**config.mk**
```make
export PLATFORM = sky130hd
export DESIGN_NAME = exop_bypass
export DESIGN_NICKNAME = d
export VERILOG_FILES = /design/src/rtl/fwd_pkg.sv /design/src/rtl/fwd_hit_det.sv /design/src/rtl/fwd_sel_unit.sv /design/src/rtl/opnd_mux.sv /design/src/rtl/exop_bypass.sv
export SDC_FILE = /design/constraint.sdc
export NUM_CORES = 1
export LEC_CHECK = 0
export ABC_CLOCK_PERIOD_IN_PS = 3690
export BUFFER_PORTS_ARGS = -buffer_cell sky130_fd_sc_hd__buf_4
export CAP_MARGIN = 20
export CORE_MARGIN = 2
export CORE_UTILIZATION = 35
export DETAILED_ROUTE_END_ITERATION = 12
export PLACE_DENSITY = 0.77
export SLEW_MARGIN = 30
export SYNTH_ARGS = -nofsm -noshare
export SYNTH_HDL_FRONTEND = slang
export SYNTH_SLANG_ARGS = --single-unit
```
**constraint.sdc**
```tcl
create_clock -name vclk -period 3.69
set_input_delay 0.369 -clock vclk [all_inputs]
set_output_delay 0.369 -clock vclk [all_outputs]
set_load 0.01 [all_outputs]
```
**src/rtl/fwd_pkg.sv**
```systemverilog
package fwd_pkg;

  typedef enum logic [1:0] {
    FWD_RF  = 2'b00,
    FWD_MWB = 2'b01,
    FWD_EXM = 2'b10
  } fwd_sel_e;

  // producer stage hit: enabled, not register zero, same number as the source
  function automatic logic stage_hit(input logic wen,
                                     input logic [4:0] dst,
                                     input logic [4:0] src);
    return wen && (dst != 5'd0) && (dst == src);
  endfunction

  // newest producer first
  function automatic fwd_sel_e pick_src(input logic hit_new, input logic hit_old);
    if (hit_new)      return FWD_EXM;
    else if (hit_old) return FWD_MWB;
    else              return FWD_RF;
  endfunction

endpackage

```
**src/rtl/fwd_hit_det.sv**
```systemverilog
module fwd_hit_det #(
  parameter int RW = 5
) (
  input  logic          wen,
  input  logic [RW-1:0] dst,
  input  logic [RW-1:0] src,
  output logic          hit
);
  logic dst_live;
  assign dst_live = wen && (dst != '0);
  assign hit      = dst_live && (dst == src);
endmodule

```
**src/rtl/fwd_sel_unit.sv**
```systemverilog
module fwd_sel_unit
  import fwd_pkg::*;
#(
  parameter int RW   = 5,
  parameter int NSRC = 2
) (
  input  logic [RW-1:0] src   [NSRC],
  input  logic [RW-1:0] exm_dst,
  input  logic          exm_wen,
  input  logic [RW-1:0] mwb_dst,
  input  logic          mwb_wen,
  output fwd_sel_e      sel   [NSRC]
);
  logic exm_hit [NSRC];
  logic mwb_hit [NSRC];

  for (genvar i = 0; i < NSRC; i++) begin : g_src
    fwd_hit_det #(.RW(RW)) u_exm (
      .wen(exm_wen), .dst(exm_dst), .src(src[i]), .hit(exm_hit[i])
    );
    fwd_hit_det #(.RW(RW)) u_mwb (
      .wen(mwb_wen), .dst(mwb_dst), .src(src[i]), .hit(mwb_hit[i])
    );
    assign sel[i] = pick_src(exm_hit[i], mwb_hit[i]);

    always_comb begin

      sel_legal_chk: assert (sel[i] != fwd_sel_e'(2'b11))
        else $error("select %0d takes reserved code", i);

      idle_stage_chk: assert (!((sel[i] == FWD_EXM && !exm_wen) ||
                                (sel[i] == FWD_MWB && !mwb_wen)))
        else $error("select %0d points at a non-writing stage", i);

      zero_dst_chk: assert (!((sel[i] == FWD_EXM && exm_dst == '0) ||
                              (sel[i] == FWD_MWB && mwb_dst == '0)))
        else $error("select %0d forwards register zero", i);

      newest_wins_chk: assert (!(exm_hit[i] && sel[i] != FWD_EXM))
        else $error("select %0d skipped the newer producer", i);
    end
  end
endmodule

```
**src/rtl/opnd_mux.sv**
```systemverilog
module opnd_mux
  import fwd_pkg::*;
#(
  parameter int DW = 32
) (
  input  fwd_sel_e      sel,
  input  logic [DW-1:0] rf_val,
  input  logic [DW-1:0] exm_val,
  input  logic [DW-1:0] mwb_val,
  output logic [DW-1:0] opnd
);
  always_comb begin
    unique case (sel)
      FWD_EXM: opnd = exm_val;
      FWD_MWB: opnd = mwb_val;
      default: opnd = rf_val;
    endcase
  end
endmodule

```
**src/rtl/exop_bypass.sv**
```systemverilog
module exop_bypass
  import fwd_pkg::*;
#(
  parameter int RW = 5,
  parameter int DW = 32
) (
  input  logic [RW-1:0] id_src_a,
  input  logic [RW-1:0] id_src_b,
  input  logic [RW-1:0] exm_dst,
  input  logic          exm_wen,
  input  logic [RW-1:0] mwb_dst,
  input  logic          mwb_wen,
  input  logic [DW-1:0] rf_val_a,
  input  logic [DW-1:0] rf_val_b,
  input  logic [DW-1:0] exm_val,
  input  logic [DW-1:0] mwb_val,
  output logic [1:0]    sel_a,
  output logic [1:0]    sel_b,
  output logic [DW-1:0] opnd_a,
  output logic [DW-1:0] opnd_b
);
  localparam int NSRC = 2;

  logic [RW-1:0] src_num [NSRC];
  fwd_sel_e      src_sel [NSRC];
  logic [DW-1:0] rf_in   [NSRC];
  logic [DW-1:0] opnd    [NSRC];

  assign src_num[0] = id_src_a;
  assign src_num[1] = id_src_b;
  assign rf_in[0]   = rf_val_a;
  assign rf_in[1]   = rf_val_b;

  fwd_sel_unit #(.RW(RW), .NSRC(NSRC)) u_sel (
    .src(src_num), .exm_dst(exm_dst), .exm_wen(exm_wen),
    .mwb_dst(mwb_dst), .mwb_wen(mwb_wen), .sel(src_sel)
  );

  for (genvar i = 0; i < NSRC; i++) begin : g_mux
    opnd_mux #(.DW(DW)) u_mux (
      .sel(src_sel[i]), .rf_val(rf_in[i]), .exm_val(exm_val),
      .mwb_val(mwb_val), .opnd(opnd[i])
    );

    always_comb begin

      opnd_route_chk: assert (
        (src_sel[i] == FWD_EXM) ? (opnd[i] == exm_val) :
        (src_sel[i] == FWD_MWB) ? (opnd[i] == mwb_val) :
                                  (opnd[i] == rf_in[i]))
        else $error("operand %0d does not follow its select", i);
    end
  end

  assign sel_a  = src_sel[0];
  assign sel_b  = src_sel[1];
  assign opnd_a = opnd[0];
  assign opnd_b = opnd[1];
endmodule

```
==> metrics.csv, run 1 <==
metric,value,unit
status,completed,
Final WS setup,921,ps
XOR/XNOR Fraction of Synth Area,7.44,%
num rows,29,
post-synthesis compound-gate area fraction,39.4,%
drt first pass iters,5,
first-pass GRT wire length,18700,microns
maximum vdd drop,0.000114,V
Static Leak,1.66,nW
1st-iter DRT viols,222,
mux cell area share after synthesis,0,%
Synth Warn #,0,
largest family of logic cells by synthesized area,compound AO/OA/AOI/OAI gates,
Crit path required time,3320,ps
Setup Viol. Count Final,0,
Hold Crit Depth,4,
GRT Residual Overflow,0,
Total Routing Usage GR,30.4,%
initial antenna violation count,0,
Startpoint Class,input pin,
Die H,86.0,microns
Logic pwr share,100.0,%
post_cts resized,0,
Post-Syn Area,2350,sq um
final wirelength,12200,microns
Netlist cell types,24,
Die Width,86.0,microns
P per Cell Area,134,nW/um^2
clock buffers,0,
vias in the first global route,3906,
most frequent cell after synthesis,nor3_1,
RSZ-0062 raised after global routing,no,
Routed Antenna Nets,0,
Remaining DRCs,0,
IO Pins,218,
die area,7400,sq um
switching share of power,54.2,%
seq_cells,0,
critical path class,in -> out,
setup tns final,0,ps
Port Buf Inserts,218,
Multi-input gate area,1970,sq um
Setup Buffers After CTS,0,
# fillers,603,
sequential share of power,0,%
"Hold-fix buffers, CTS",0,
largest area contributor in the netlist,o31ai_1,
DPL Wire Length,8860,microns
vias per cell,6.42,
Mapped Nets,543,
crit path DAT,2400,ps
Slew Limit Fails,0,
Switching Power,290,uW
Synth Area in Adders,0,%
Rel. slew slack,48.9,%
gate count of the mapped netlist,393,
Clk network pwr share,0,%
max_cap viols,0,
"Avg Cell Area, Syn",5.99,sq um
Pint,245,uW
Tcrit/Tclk final,75.0,%
drt wl/cell,19.1,microns
Hold Crit Class,in -> out,
ratio of cells with drive above 1 in the final layout,43.7,%
CP endpoint kind,primary output,
ant diodes,0,
DR vias,4107,
list of most frequent post-synthesis cells,"nor3_1, a31oi_1, o31ai_1, clkbuf_1, nand4_1",
Area contributors post-synth,"o31ai_1, a31oi_1, nor3_1",
P&R area growth vs syn,69.1,%
fin crit period,2770,ps
Seq. cell area,0,sq um
Yosys top cell area share,20.1,%
sequential area share after synthesis,0,%
endpoints failing hold,0,
fmax,0.361,GHz
post-synthesis simple-gate area fraction,35.9,%
largest net degree at the start of global routing,66,
Nets,715,
initial core utilization,36.7,%
Critical Path Fanout Max,35,
Worst Tran Pin Value,766,ps
global placer's final weighted congestion,0.853,
core area,6420,sq um
DP Worst Slack,931,ps
Final Util,62.0,%
==> placed cells by master (no fill, tap or decap), types with 3 or more instances in the layout <==
| master | synthesis | final |
|---|---|---|
| xor2_1 | 5 | 5 |
| nor4_1 | 4 | 4 |
| buf_4 | 3 | 232 |
| xnor2_1 | 15 | 15 |
| a31oi_1 | 63 | 63 |
| nor3_1 | 64 | 63 |
| nand4_1 | 34 | 34 |
| o31ai_1 | 63 | 63 |
| or4_1 | 31 | 31 |
| or2_1 | 3 | 3 |
| inv_1 | 33 | 33 |
==> kinds of logic after synthesis <==
family,after synthesis
xor+xnor,20
simple gates,142
compound gates,132
buf+inv,99
==> final timing paths <==
check	start	endpoint	slack (ps)
min	rf_val_a[15]	opnd_a[15]	1120
max	mwb_dst[0]	opnd_b[18]	920
==> metrics by stage <==
stage               std cells  hold slack, ps  power, mW  instance area [sq um]
floorplan                 393             903      0.240                   2350
CTS                       640            1120      0.525                   3980
finish                    640            1120      0.535                   3980
global route              640            1140      0.571                   3980
global placement          640            1110      0.518                   3980
detailed placement        640            1110      0.523                   3980
==> power by group through the flow <==
stage | sequential (mW) | clock [mW] | combinational (mW)
2_1_floorplan | 0 | 0 | 0.240
3_3_place_gp | 0 | 0 | 0.518
3_5_place_dp | 0 | 0 | 0.523
4_1_cts | 0 | 0 | 0.525
5_1_grt | 0 | 0 | 0.571
6_report | 0 | 0 | 0.535
==> per-layer routing <==
layer | track usage, % | up-vias | wire length (microns)
met3 | 4.52 | 26 | 1240
met5 | 0 | - | 0
li1 | - | 1909 | -
met4 | 9.09 | 0 | 240
met1 | 36.4 | 1900 | 4590
met2 | 55.3 | 272 | 6140
==> area by class of cell <==
cell class / instances / area share [%]
inverters: 35 / 3.30
repair buffers: 234 / 44.7
multi-input cells: 294 / 49.5
well taps: 77 / 2.42
==> worst max-delay path, stage by stage <==
cell,delay [ps]
buf_4,130
xnor2_1,200
nand3_2,480
buf_12,360
or4_1,480
a31oi_1,210
buf_4,150
(Power assumes the default switching activity.)
==> inputs of run 2 (changes only) <==
--- a/config.mk
+++ b/config.mk
@@ -5,13 +5,13 @@
 export SDC_FILE = /design/constraint.sdc
 export NUM_CORES = 1
 export LEC_CHECK = 0
-export ABC_CLOCK_PERIOD_IN_PS = 3690
+export ABC_CLOCK_PERIOD_IN_PS = 2450
 export BUFFER_PORTS_ARGS = -buffer_cell sky130_fd_sc_hd__buf_4
 export CAP_MARGIN = 20
 export CORE_MARGIN = 2
 export CORE_UTILIZATION = 35
 export DETAILED_ROUTE_END_ITERATION = 12
-export PLACE_DENSITY = 0.77
+export PLACE_DENSITY = 0.8
 export SLEW_MARGIN = 30
 export SYNTH_ARGS = -nofsm -noshare
 export SYNTH_HDL_FRONTEND = slang
==> constraint.sdc (replaced) <==
create_clock -name vclk -period 2.45
set_input_delay 0.245 -clock vclk [all_inputs]
set_output_delay 0.245 -clock vclk [all_outputs]
set_load 0.01 [all_outputs]
==> run 2 against run 1 <==
Net effect:
- total power rose by 54%
- critical endpoint is now sel_b[0]
- largest cell class unchanged
- critical path depth did not move
- wire length barely moved
- first-iteration DRC count rose by 75%
- non-clock buffer count rose by 10
- design area rose by 2.0%
- worst setup slack got worse by 790 ps
- combinational power rose by 53%
- final cell count rose by 1.6%
- clock-buffer cell count did not move
- highest routed layer unchanged
- hold slack got worse by 250 ps
- via count rose by 0.63%
==> metrics.csv, run 2 (synthesis gave the netlist of run 1 again) <==
metric,value,unit,change
vias in the first global route,3917,,was 3906
Port Buf Inserts,218,,unchanged
Final WS setup,128,ps,was 921 ps
Final Util,63.3,%,was 62.0%
largest net degree at the start of global routing,53,,was 66
Setup Viol. Count Final,0,,unchanged
most frequent cells in the layout,"buf_4, o31ai_1, nor3_1, a31oi_1, nand4_1",,unchanged
DR vias,4133,,was 4107
GRT Residual Overflow,0,,unchanged
num rows,29,,unchanged
IO Pins,218,,unchanged
CP endpoint kind,primary output,,unchanged
Crit path required time,2200,ps,was 3320 ps
clock buffers,0,,unchanged
seq_cells,0,,unchanged
P per Cell Area,202,nW/um^2,was 134 nW/um^2
# fillers,620,,was 603
slowest CP cell,or4_4,,was nand3_2
fin crit period,2320,ps,
final wirelength,12200,microns,about the same
Slew Limit Fails,0,,unchanged
ratio of cells with drive above 1 in the final layout,44.5,%,was 43.7%
Final Power,821,uW,was 535 uW
"most common cell after layout, fill and taps aside",buf_4,,unchanged
"Hold-fix buffers, CTS",0,,unchanged
Rel. slew slack,61.7,%,was 48.9%
initial core utilization,36.7,%,unchanged
Remaining DRCs,0,,unchanged
Startpoint Class,input pin,,unchanged
drt wl/cell,18.8,microns,was 19.1 microns
status,completed,,unchanged
Critical Path Fanout Max,8,,was 35
vias per cell,6.36,,was 6.42
worst-path cell chain,buf_4 > or4_4 > o211ai_2 > or2_1 > inv_2 > nor4_1 > buf_4,,was buf_4 > xnor2_1 > nand3_2 > buf_12 > or4_1 > a31oi_1 > buf_4
post_cts resized,0,,unchanged
critical path's largest stage delay,550,ps,was 480 ps
1st-iter DRT viols,389,,was 222
P&R area growth vs syn,72.6,%,was 69.1%
Worst Tran Pin Value,574,ps,was 766 ps
ant diodes,0,,unchanged
Routed Antenna Nets,0,,unchanged
DP Worst Slack,166,ps,was 931 ps
initial antenna violation count,0,,unchanged
crit path buf inv count,3,,unchanged
core area,6420,sq um,unchanged
endpoints failing hold,0,,unchanged
critical path class,in -> out,,unchanged
die area,7400,sq um,unchanged
fmax,0.431,GHz,
Total Routing Usage GR,31.0,%,was 30.4%
Setup Buffers After CTS,0,,unchanged
Nets,725,,was 715
Tcrit/Tclk final,94.8,%,
Die Width,86.0,microns,unchanged
maximum vdd drop,0.000185,V,was 0.000114 V
RSZ-0062 raised after global routing,no,,unchanged
DPL Wire Length,9240,microns,was 8860 microns
CP dominant cell by count,buf_4,,unchanged
first-pass GRT wire length,19300,microns,was 18700 microns
Seq. cell area,0,sq um,unchanged
setup tns final,0,ps,unchanged
Static Leak,1.71,nW,was 1.66 nW
Placed Instance Area,4060,sq um,was 3980 sq um
max_cap viols,0,,unchanged
Hold Crit Class,in -> out,,unchanged
"Design Area, Final",4060,sq um,was 3980 sq um
"CP delay by family, top",simple AND/OR/NAND/NOR gates,,unchanged
global placer's final weighted congestion,0.964,,was 0.853
drt first pass iters,5,,unchanged
Die H,86.0,microns,unchanged
crit path DAT,2080,ps,was 2400 ps
run 2: layout make-up:
class | count | area [sq um] | area share (%)
inverters | 35 | 131 | 3.23
repair buffers | 244 | 1870 | 46.0
well taps | 77 | 96.3 | 2.37
multi-input cells | 294 | 1970 | 48.4
run 2: through the flow:
step,cells,hold WS [ps]
6_report,650,867
5_1_grt,650,881
4_1_cts,650,866
3_5_place_dp,650,864
3_3_place_gp,650,860
2_1_floorplan,393,655
run 2: final timing paths:
check | start | end | slack (ps) | cells past startpoint
setup / recovery | exm_dst[3] | sel_b[0] | 130 | 7
hold / removal | rf_val_b[18] | opnd_b[18] | 870 | 4
run 2: per-layer routing:
layer / vias to the layer above / routed length (microns) / global-route usage [%]
met5: - / 0 / 0
met4: 0 / 398 / 8.51
met3: 51 / 1390 / 6.35
met2: 294 / 6020 / 54.1
met1: 1861 / 4390 / 38.3
li1: 1927 / - / -
run 2: where the power goes:
part | total [mW] | switching (mW) | leakage, nW | internal (mW)
Combinational | 0.821 | 0.435 | 1.71 | 0.386
Sequential | 0 | 0 | 0 | 0
Clock | 0 | 0 | 0 | 0
Total | 0.821 | 0.435 | 1.71 | 0.386
